### config.mk
export PLATFORM = sky130hd
export DESIGN_NAME = link_bringup_seq
export DESIGN_NICKNAME = d
export VERILOG_FILES = /design/src/rtl/link_seq_pkg.sv /design/src/rtl/lseq_us_timer.sv /design/src/rtl/lseq_reg_port.sv /design/src/rtl/link_bringup_seq.sv
export SDC_FILE = /design/constraint.sdc
export NUM_CORES = 1
export LEC_CHECK = 0
export ABC_AREA = 0
export CELL_PAD_IN_SITES_DETAIL_PLACEMENT = 0
export CELL_PAD_IN_SITES_GLOBAL_PLACEMENT = 2
export CORE_MARGIN = 3
export CORE_UTILIZATION = 37
export DETAILED_ROUTE_END_ITERATION = 10
export PLACE_DENSITY_LB_ADDON = 0.1
export SLEW_MARGIN = 20
export SYNTH_ARGS = -nofsm -noshare
export SYNTH_HDL_FRONTEND = slang
export SYNTH_SLANG_ARGS = --single-unit
### constraint.sdc
create_clock -name clk -period 3.55 [get_ports clk]
set_clock_uncertainty 0.1 [all_clocks]
set_input_delay 0.5325 -clock clk [delete_from_list [all_inputs] [get_ports clk]]
set_output_delay 0.5325 -clock clk [all_outputs]
set_load 0.02 [all_outputs]
### src/rtl/link_seq_pkg.sv
package link_seq_pkg;
   typedef enum logic [3:0] {
      S_IDLE, S_CHK_RD, S_RST_WR, S_RST_WAIT, S_RST_RD, S_SETTLE,
      S_IDL_WR, S_IDL_WAIT, S_IDL_RD, S_POLL_RD, S_POLL_WAIT,
      S_ERR_RD, S_ERR_WR, S_FINISH
   } seq_state_e;

   typedef enum logic [1:0] {P_IDLE, P_REQ, P_RSP} port_state_e;

   localparam logic [1:0]  ADDR_STATUS  = 2'd0;
   localparam logic [1:0]  ADDR_ERROR   = 2'd1;
   localparam logic [1:0]  ADDR_CONTROL = 2'd2;
   localparam logic [3:0]  DET_NONE     = 4'h0;
   localparam logic [3:0]  DET_FORCE    = 4'h1;
   localparam logic [31:0] CTRL_FORCE_WORD   = 32'h0000_0001;
   localparam logic [31:0] CTRL_RELEASE_WORD = 32'h0000_0300;
   localparam logic [7:0]  LINK_UP_G1   = 8'h13;
   localparam logic [7:0]  LINK_UP_G2   = 8'h23;
endpackage

### src/rtl/lseq_us_timer.sv
module lseq_us_timer #(
   parameter int CLK_PER_US = 125,
   parameter int US_W       = 14
) (
   input  logic            clk,
   input  logic            rst_n,
   input  logic            load,
   input  logic [US_W-1:0] len_us,
   output logic            expired
);
   localparam int PW = (CLK_PER_US > 1) ? $clog2(CLK_PER_US) : 1;

   logic            active;
   logic            us_tick;
   logic [US_W-1:0] remain;

   generate
      if (CLK_PER_US < 1) begin : g_bad_div
         $error("CLK_PER_US must be at least 1");
      end
      if (CLK_PER_US == 1) begin : g_direct
         assign us_tick = 1'b1;
      end else begin : g_presc
         logic [PW-1:0] presc;
         always_ff @(posedge clk or negedge rst_n) begin
            if (!rst_n)                          presc <= '0;
            else if (load)                       presc <= '0;
            else if (active) begin
               if (presc == PW'(CLK_PER_US - 1)) presc <= '0;
               else                              presc <= presc + 1'b1;
            end
         end
         assign us_tick = (presc == PW'(CLK_PER_US - 1));
      end
   endgenerate

   assign expired = active && us_tick && (remain <= US_W'(1));

   always_ff @(posedge clk or negedge rst_n) begin
      if (!rst_n) begin
         active <= 1'b0;
         remain <= '0;
      end else if (load) begin
         active <= 1'b1;
         remain <= len_us;
      end else if (active && us_tick) begin
         if (remain <= US_W'(1)) active <= 1'b0;
         else                    remain <= remain - 1'b1;
      end
   end
endmodule

### src/rtl/lseq_reg_port.sv
module lseq_reg_port
   import link_seq_pkg::*;
#(
   parameter int DW = 32,
   parameter int AW = 2
) (
   input  logic          clk,
   input  logic          rst_n,
   input  logic          go,
   input  logic          go_write,
   input  logic [AW-1:0] go_addr,
   input  logic [DW-1:0] go_wdata,
   output logic          acc_done,
   output logic [DW-1:0] acc_rdata,
   output logic          req_valid,
   input  logic          req_ready,
   output logic          req_write,
   output logic [AW-1:0] req_addr,
   output logic [DW-1:0] req_wdata,
   input  logic          rsp_valid,
   input  logic [DW-1:0] rsp_rdata
);
   port_state_e st;

   assign acc_done  = (st == P_RSP) && rsp_valid;
   assign acc_rdata = rsp_rdata;

   always_ff @(posedge clk or negedge rst_n) begin
      if (!rst_n) begin
         st        <= P_IDLE;
         req_valid <= 1'b0;
         req_write <= 1'b0;
         req_addr  <= '0;
         req_wdata <= '0;
      end else begin
         case (st)
            P_IDLE: if (go) begin
               st        <= P_REQ;
               req_valid <= 1'b1;
               req_write <= go_write;
               req_addr  <= go_addr;
               req_wdata <= go_wdata;
            end
            P_REQ: if (req_ready) begin
               st        <= P_RSP;
               req_valid <= 1'b0;
            end
            P_RSP: if (rsp_valid) st <= P_IDLE;
            default: st <= P_IDLE;
         endcase
      end
   end
endmodule

### src/rtl/link_bringup_seq.sv
module link_bringup_seq
   import link_seq_pkg::*;
#(
   parameter int CLK_PER_US  = 125,
   parameter int RESET_US    = 100,
   parameter int SETTLE_US   = 5000,
   parameter int POLL_US     = 10000,
   parameter int RST_TRIES   = 10,
   parameter int IDLE_TRIES  = 10,
   parameter int OUTER_TRIES = 10,
   parameter int MAX_POLLS   = 100
) (
   input  logic        clk,
   input  logic        rst_n,
   input  logic        start,
   output logic        phy_req_valid,
   input  logic        phy_req_ready,
   output logic        phy_req_write,
   output logic [1:0]  phy_req_addr,
   output logic [31:0] phy_req_wdata,
   input  logic        phy_rsp_valid,
   input  logic [31:0] phy_rsp_rdata,
   output logic        done,
   output logic        connected,
   output logic        link_gen2,
   output logic [6:0]  conn_polls
);
   localparam int MAX_A  = (RESET_US > SETTLE_US) ? RESET_US : SETTLE_US;
   localparam int MAX_US = (MAX_A > POLL_US) ? MAX_A : POLL_US;
   localparam int US_W   = $clog2(MAX_US + 1);
   localparam int MAX_IN = (RST_TRIES > IDLE_TRIES) ? RST_TRIES : IDLE_TRIES;
   localparam int IN_W   = $clog2(MAX_IN + 1);
   localparam int OUT_W  = $clog2(OUTER_TRIES + 1);

   generate
      if (MAX_POLLS < 1 || MAX_POLLS > 127) begin : g_bad_polls
         $error("MAX_POLLS must lie in 1..127");
      end
      if (RST_TRIES < 1 || IDLE_TRIES < 1 || OUTER_TRIES < 1) begin : g_bad_tries
         $error("retry counts must be at least 1");
      end
      if (RESET_US < 1 || SETTLE_US < 1 || POLL_US < 1) begin : g_bad_delay
         $error("delays must be at least 1 us");
      end
   endgenerate

   seq_state_e         state;
   logic               pend;
   logic [IN_W-1:0]    inner;
   logic [OUT_W-1:0]   outer;
   logic [6:0]         polls;
   logic [31:0]        err_q;
   logic               g2_seen;

   logic               acc_go, acc_wr, acc_done;
   logic [1:0]         acc_addr;
   logic [31:0]        acc_wdata, acc_rdata;
   logic               tmr_load, tmr_exp;
   logic [US_W-1:0]    tmr_len;
   logic [3:0]         det_rd;
   logic [7:0]         link_rd;

   assign det_rd  = acc_rdata[3:0];
   assign link_rd = acc_rdata[7:0];
   assign done    = (state == S_FINISH);

   lseq_reg_port #(.DW(32), .AW(2)) u_port (
      .clk       (clk),
      .rst_n     (rst_n),
      .go        (acc_go),
      .go_write  (acc_wr),
      .go_addr   (acc_addr),
      .go_wdata  (acc_wdata),
      .acc_done  (acc_done),
      .acc_rdata (acc_rdata),
      .req_valid (phy_req_valid),
      .req_ready (phy_req_ready),
      .req_write (phy_req_write),
      .req_addr  (phy_req_addr),
      .req_wdata (phy_req_wdata),
      .rsp_valid (phy_rsp_valid),
      .rsp_rdata (phy_rsp_rdata)
   );

   lseq_us_timer #(.CLK_PER_US(CLK_PER_US), .US_W(US_W)) u_tmr (
      .clk     (clk),
      .rst_n   (rst_n),
      .load    (tmr_load),
      .len_us  (tmr_len),
      .expired (tmr_exp)
   );

   always_comb begin
      acc_go    = 1'b0;
      acc_wr    = 1'b0;
      acc_addr  = ADDR_CONTROL;
      acc_wdata = '0;
      tmr_load  = 1'b0;
      tmr_len   = US_W'(RESET_US);
      case (state)
         S_CHK_RD, S_RST_RD, S_IDL_RD: acc_go = !pend;
         S_RST_WR: begin
            acc_go = !pend; acc_wr = 1'b1; acc_wdata = CTRL_FORCE_WORD;
         end
         S_IDL_WR: begin
            acc_go = !pend; acc_wr = 1'b1; acc_wdata = CTRL_RELEASE_WORD;
         end
         S_POLL_RD: begin
            acc_go = !pend; acc_addr = ADDR_STATUS;
         end
         S_ERR_RD: begin
            acc_go = !pend; acc_addr = ADDR_ERROR;
         end
         S_ERR_WR: begin
            acc_go = !pend; acc_wr = 1'b1; acc_addr = ADDR_ERROR; acc_wdata = err_q;
         end
         S_RST_WAIT, S_IDL_WAIT: tmr_load = !pend;
         S_SETTLE: begin
            tmr_load = !pend; tmr_len = US_W'(SETTLE_US);
         end
         S_POLL_WAIT: begin
            tmr_load = !pend; tmr_len = US_W'(POLL_US);
         end
         default: ;
      endcase
   end

   always_ff @(posedge clk or negedge rst_n) begin
      if (!rst_n) begin
         state      <= S_IDLE;
         pend       <= 1'b0;
         inner      <= '0;
         outer      <= '0;
         polls      <= '0;
         err_q      <= '0;
         g2_seen    <= 1'b0;
         connected  <= 1'b0;
         link_gen2  <= 1'b0;
         conn_polls <= '0;
      end else begin
         if (acc_done || tmr_exp)      pend <= 1'b0;
         else if (acc_go || tmr_load)  pend <= 1'b1;

         case (state)
            S_IDLE: if (start) begin
               state      <= S_CHK_RD;
               outer      <= '0;
               inner      <= '0;
               polls      <= '0;
               connected  <= 1'b0;
               link_gen2  <= 1'b0;
               conn_polls <= '0;
            end
            S_CHK_RD: if (acc_done) begin
               inner <= '0;
               polls <= '0;
               state <= (det_rd == DET_NONE) ? S_POLL_RD : S_RST_WR;
            end
            S_RST_WR:   if (acc_done) state <= S_RST_WAIT;
            S_RST_WAIT: if (tmr_exp)  state <= S_RST_RD;
            S_RST_RD: if (acc_done) begin
               if (det_rd == DET_FORCE || inner == IN_W'(RST_TRIES - 1)) begin
                  inner <= '0;
                  state <= S_SETTLE;
               end else begin
                  inner <= inner + 1'b1;
                  state <= S_RST_WR;
               end
            end
            S_SETTLE:   if (tmr_exp)  state <= S_IDL_WR;
            S_IDL_WR:   if (acc_done) state <= S_IDL_WAIT;
            S_IDL_WAIT: if (tmr_exp)  state <= S_IDL_RD;
            S_IDL_RD: if (acc_done) begin
               if (det_rd == DET_NONE) begin
                  polls <= '0;
                  state <= S_POLL_RD;
               end else if (inner == IN_W'(IDLE_TRIES - 1)) begin
                  inner <= '0;
                  if (outer == OUT_W'(OUTER_TRIES - 1)) begin
                     state <= S_FINISH;
                  end else begin
                     outer <= outer + 1'b1;
                     state <= S_RST_WR;
                  end
               end else begin
                  inner <= inner + 1'b1;
                  state <= S_IDL_WR;
               end
            end
            S_POLL_RD: if (acc_done) begin
               if (link_rd == LINK_UP_G1 || link_rd == LINK_UP_G2) begin
                  g2_seen <= (link_rd == LINK_UP_G2);
                  state   <= S_ERR_RD;
               end else begin
                  state <= S_POLL_WAIT;
               end
            end
            S_POLL_WAIT: if (tmr_exp) begin
               if (polls == 7'(MAX_POLLS - 1)) begin
                  state <= S_FINISH;
               end else begin
                  polls <= polls + 1'b1;
                  state <= S_POLL_RD;
               end
            end
            S_ERR_RD: if (acc_done) begin
               err_q <= acc_rdata;
               state <= S_ERR_WR;
            end
            S_ERR_WR: if (acc_done) begin
               connected  <= 1'b1;
               link_gen2  <= g2_seen;
               conn_polls <= polls;
               state      <= S_FINISH;
            end
            S_FINISH: state <= S_IDLE;
            default:  state <= S_IDLE;
         endcase
      end
   end
endmodule

==> results by group <==
Clock tree
  • CTS root buf: clkbuf_16
  • H-Tree Depth: 4
  • Number of post-CTS setup repair buffers: 0
  • Worst skew pair latency: 420 ps
  • TritonCTS Buffers: 17
  • Num Clock Sinks: 122
  • Max clock buf depth: 2
  • Clock transition at path regs: roughly 60 ps
  • TritonCTS clock tree: built
  • Post_cts resized: 0
  • Hold-fix buffers, CTS: 0

STA
  • Final Max Tran Viols: 0
  • Worst-margin pin slew: around 780 ps
  • Fin crit share: around four fifths
  • Final min period: between 2000 and 3000 ps
  • Fmax: between 300 and 400 MHz
  • RSZ-0062 raised after global routing: no
  • Endpoints failing hold: 0
  • Final TNS setup: 0 ps
  • Worst hold slack: a little over 50 ps
  • Setup violations, final: 0
  • Slew Limit Headroom: approximately 47%

Route
  • Number of remaining DRC errors: 0
  • Post-DR vias/cell: 5.246
  • DR vias: roughly 4800
  • Starting DRT DRC Count: a little under 300
  • Post-DRT Antenna Nets: 0
  • WL/cell: 15.98 um
  • Pre-antenna DRT Iters: 4
  • Routed WL: 14530 um

Setup path
  • Setup Crit Path Kind: flip-flop to primary output
  • CP max stage cell: clkdlybuf4s50_1
  • CP arrival: 2140 ps
  • CP max stage delay: 620 ps
  • Crit path max-delay family: buffers and inverters
  • Reg2reg start: state[1]
  • CP Max Fanout: 12
  • CP required: slightly below 3000 ps
  • Worst setup path startpoint: state[1]
  • CP bufs+invs: 2
  • Crit-path cells: buf_4 > nand2b_1 > nor2_1 > clkdlybuf4s50_1
  • Setup crit end kind: primary output
  • Crit start category: flip-flop

Cells and area
  • Layout cells sized above 1: a little over an eighth
  • Final #Nets: around 730
  • Diode count: 0
  • Post-Layout Cell Count: between 900 and 1000
  • Synth-to-Final Area Change: 28.17%

Pwr
  • Post-layout power: 0.004604 W
  • Power share of the combinational group: a little over a quarter
  • Leak pwr: about 3.2 nW
  • Seq pwr share: roughly 38%
  • Worst vdd ir: a little over 400 uV
  • Power per cell area: about 610 nW/um2
  • Switching Share: roughly a third
  • Clock share of power: roughly 36%
  • Int Pwr: between 0.003 and 0.004 W
  • Psw: around 0.0015 W

Synth
  • Synthesis Warnings: 0
  • Seq/Total Area, Yosys: 51.72%
  • Synth Cell Area: 5903 um2
  • Yosys top cell area share: 51.72%
  • Seq cells post-synth: 122
  • Number of flops mapped to enable cells by yosys: 0
  • Count of cell types in the netlist: between 60 and 70
  • Yosys top cell by area: dfrtp_1
  • Area contributors post-synth: dfrtp_1 52%, nand2_1 6.4%, mux2_2 6.3%
  • Top FF cell, synth: dfrtp_1
  • Post-Syn Nets: between 600 and 700
  • Synth Area per Inst: around 9.9 um2
  • Cells after synthesis: 598
  • Post-synth ARST share: 100.0%

Global routing
  • First-pass GRT wire length: between 20000 and 25000 um
  • Largest net degree at the start of global routing: approximately 70
  • Vias in the first global route: around 4800
  • Initial antenna violation count: 0
  • Total grt overflow: 0
  • Total track usage: between 15 and 20%

Floorplanning
  • Floorplan row count: 45
  • Die Y: 132.3 um
  • CORE AREA: between 15000 and 20000 um2
  • Initial Util: between 30% and 40%
  • Die W: 132.3 um
  • # IOs: 83
  • Die area: about 18000 um2

Outcome
  • Outcome: finished clean

Place
  • Post-Place Cells: slightly below 900
  • Port Buffers: 82
  • Routability Congestion: 0.8135
  • Dpl hpwl: 9946 um

Hold path
  • Worst min-delay path class: input port to async pin

Run
  • Number of max-cap violations: 0
layout make-up:
| type | count | area (um2) |
|---|---|---|
| Fill cell | 1461 | 7861 |
| Clock buffer | 23 | 467.9 |
| Timing Repair Buffer | 98 | 963.4 |
| Inverter | 11 | 41.29 |
| Tap cell | 211 | 264.0 |
| Multi-Input combinational cell | 435 | 2686 |
| Sequential cell | 122 | 3053 |
| Clock inverter | 9 | 90.09 |
layout by cell type, fill, tap and decap left out, drive strengths merged, types with 12 or more instances in the layout:
cell type	Yosys	layout
a21oi	30	30
clkbuf	18	23
buf	12	17
dfrtp	122	122
mux2	33	33
nand3	19	19
nor2	40	40
nand2	101	101
clkdlybuf4s50	0	81
nand2b	12	12
o21ai	62	62
inv	11	13
metal layers:
metal  wire (um)  vias up  GRT usage (%)
li1            -     2318              -
met1        6590     2343          22.48
met2        6875       94          27.25
met3         895       14          6.794
met4         167        0          6.120
met5           0        -              0
worst paths after layout:
path,end,cells after the start,slack (ps)
setup / recovery,done,4,780
hold / removal,conn_polls[2],1,50
setup reg to reg,state[3],5,830
hold reg to reg,u_port.req_wdata[0],2,380
max in group asynchronous,u_port.req_wdata[17],2,2470
min in group clk,u_port.req_wdata[0],2,380
cells in the mapped netlist, types with 2 or more instances:
| cell | count |
|---|---|
| ha_1 | 9 |
| nor4_4 | 2 |
| or2_2 | 2 |
| clkbuf_1 | 18 |
| a22o_1 | 8 |
| xor2_1 | 8 |
| a21o_1 | 2 |
| a211o_1 | 2 |
| a31oi_1 | 4 |
| mux2_2 | 33 |
| o21a_1 | 2 |
| nand4b_1 | 2 |
| o21ai_1 | 2 |
| o22a_1 | 2 |
| nand3b_1 | 4 |
| or4b_2 | 2 |
| a211oi_1 | 2 |
| o311ai_1 | 2 |
| nand2b_1 | 12 |
| and3_1 | 3 |
| a311oi_1 | 2 |
| nand4_1 | 3 |
| and3b_1 | 2 |
| buf_2 | 10 |
| xnor2_1 | 2 |
| nand2_1 | 101 |
| o21ai_0 | 60 |
| nor4_1 | 4 |
| inv_1 | 10 |
| nor2_1 | 40 |
| a21oi_1 | 29 |
| nand3_1 | 19 |
| or4_1 | 6 |
| nor2b_1 | 6 |
| o21bai_1 | 2 |
| or3_1 | 10 |
| a221oi_1 | 2 |
| nor3_1 | 10 |
| o31ai_1 | 6 |
| o211ai_1 | 2 |
| dfrtp_1 | 122 |
| a41oi_1 | 3 |
power groups by stage:
stage | registers (W) | clock network (W) | logic [W]
detailed placement | 0.00176 | 0 | 0.00122
CTS | 0.00174 | 0.00168 | 0.00123
finish | 0.00174 | 0.00164 | 0.00122
global route | 0.00177 | 0.00176 | 0.00137
global placement | 0.00175 | 0 | 0.00121
floorplan | 0.00173 | 0 | 0.000835
kinds of logic after synthesis:
| family | count (synthesis) | synth area share (%) |
|---|---|---|
| simple gates | 237 | 20.05 |
| compound gates | 145 | 15.43 |
| flops | 122 | 51.72 |
| buf+inv | 41 | 2.946 |
| mux | 34 | 6.465 |
| xor+xnor | 10 | 1.484 |
| fa+ha+maj | 9 | 1.908 |
worst register-to-register path: stages (launching register included):
cell and delay [ps]:
dfrtp_1 510, buf_4 240, or2_0 360, o311ai_1 720
nor3_1 140, or4_1 520
metrics by stage:
step | setup slack (ps) | util (%) | cell area (um2)
finish | 776.3 | 49.04 | 7566
global route | 646.4 | 49.04 | 7566
CTS | 747.0 | 49.04 | 7566
detailed placement | 387.4 | 45.43 | 7008
global placement | 493.7 | 45.43 | 7008
floorplan | 1198 | - | 5903
flip-flops by register name, summed over array words and instances, names as in the netlist:
name and flops:
conn_polls 7, connected 1, err_q 32, g2_seen 1
inner 4, link_gen2 1, outer 4, pend 1
polls 7, state 4, u_port.req_addr 2, u_port.req_valid 1
u_port.req_wdata 32, u_port.req_write 1, u_port.st 2, u_tmr.active 1
u_tmr.g_presc.presc 7, u_tmr.remain 14
(Power assumes the default switching activity.)
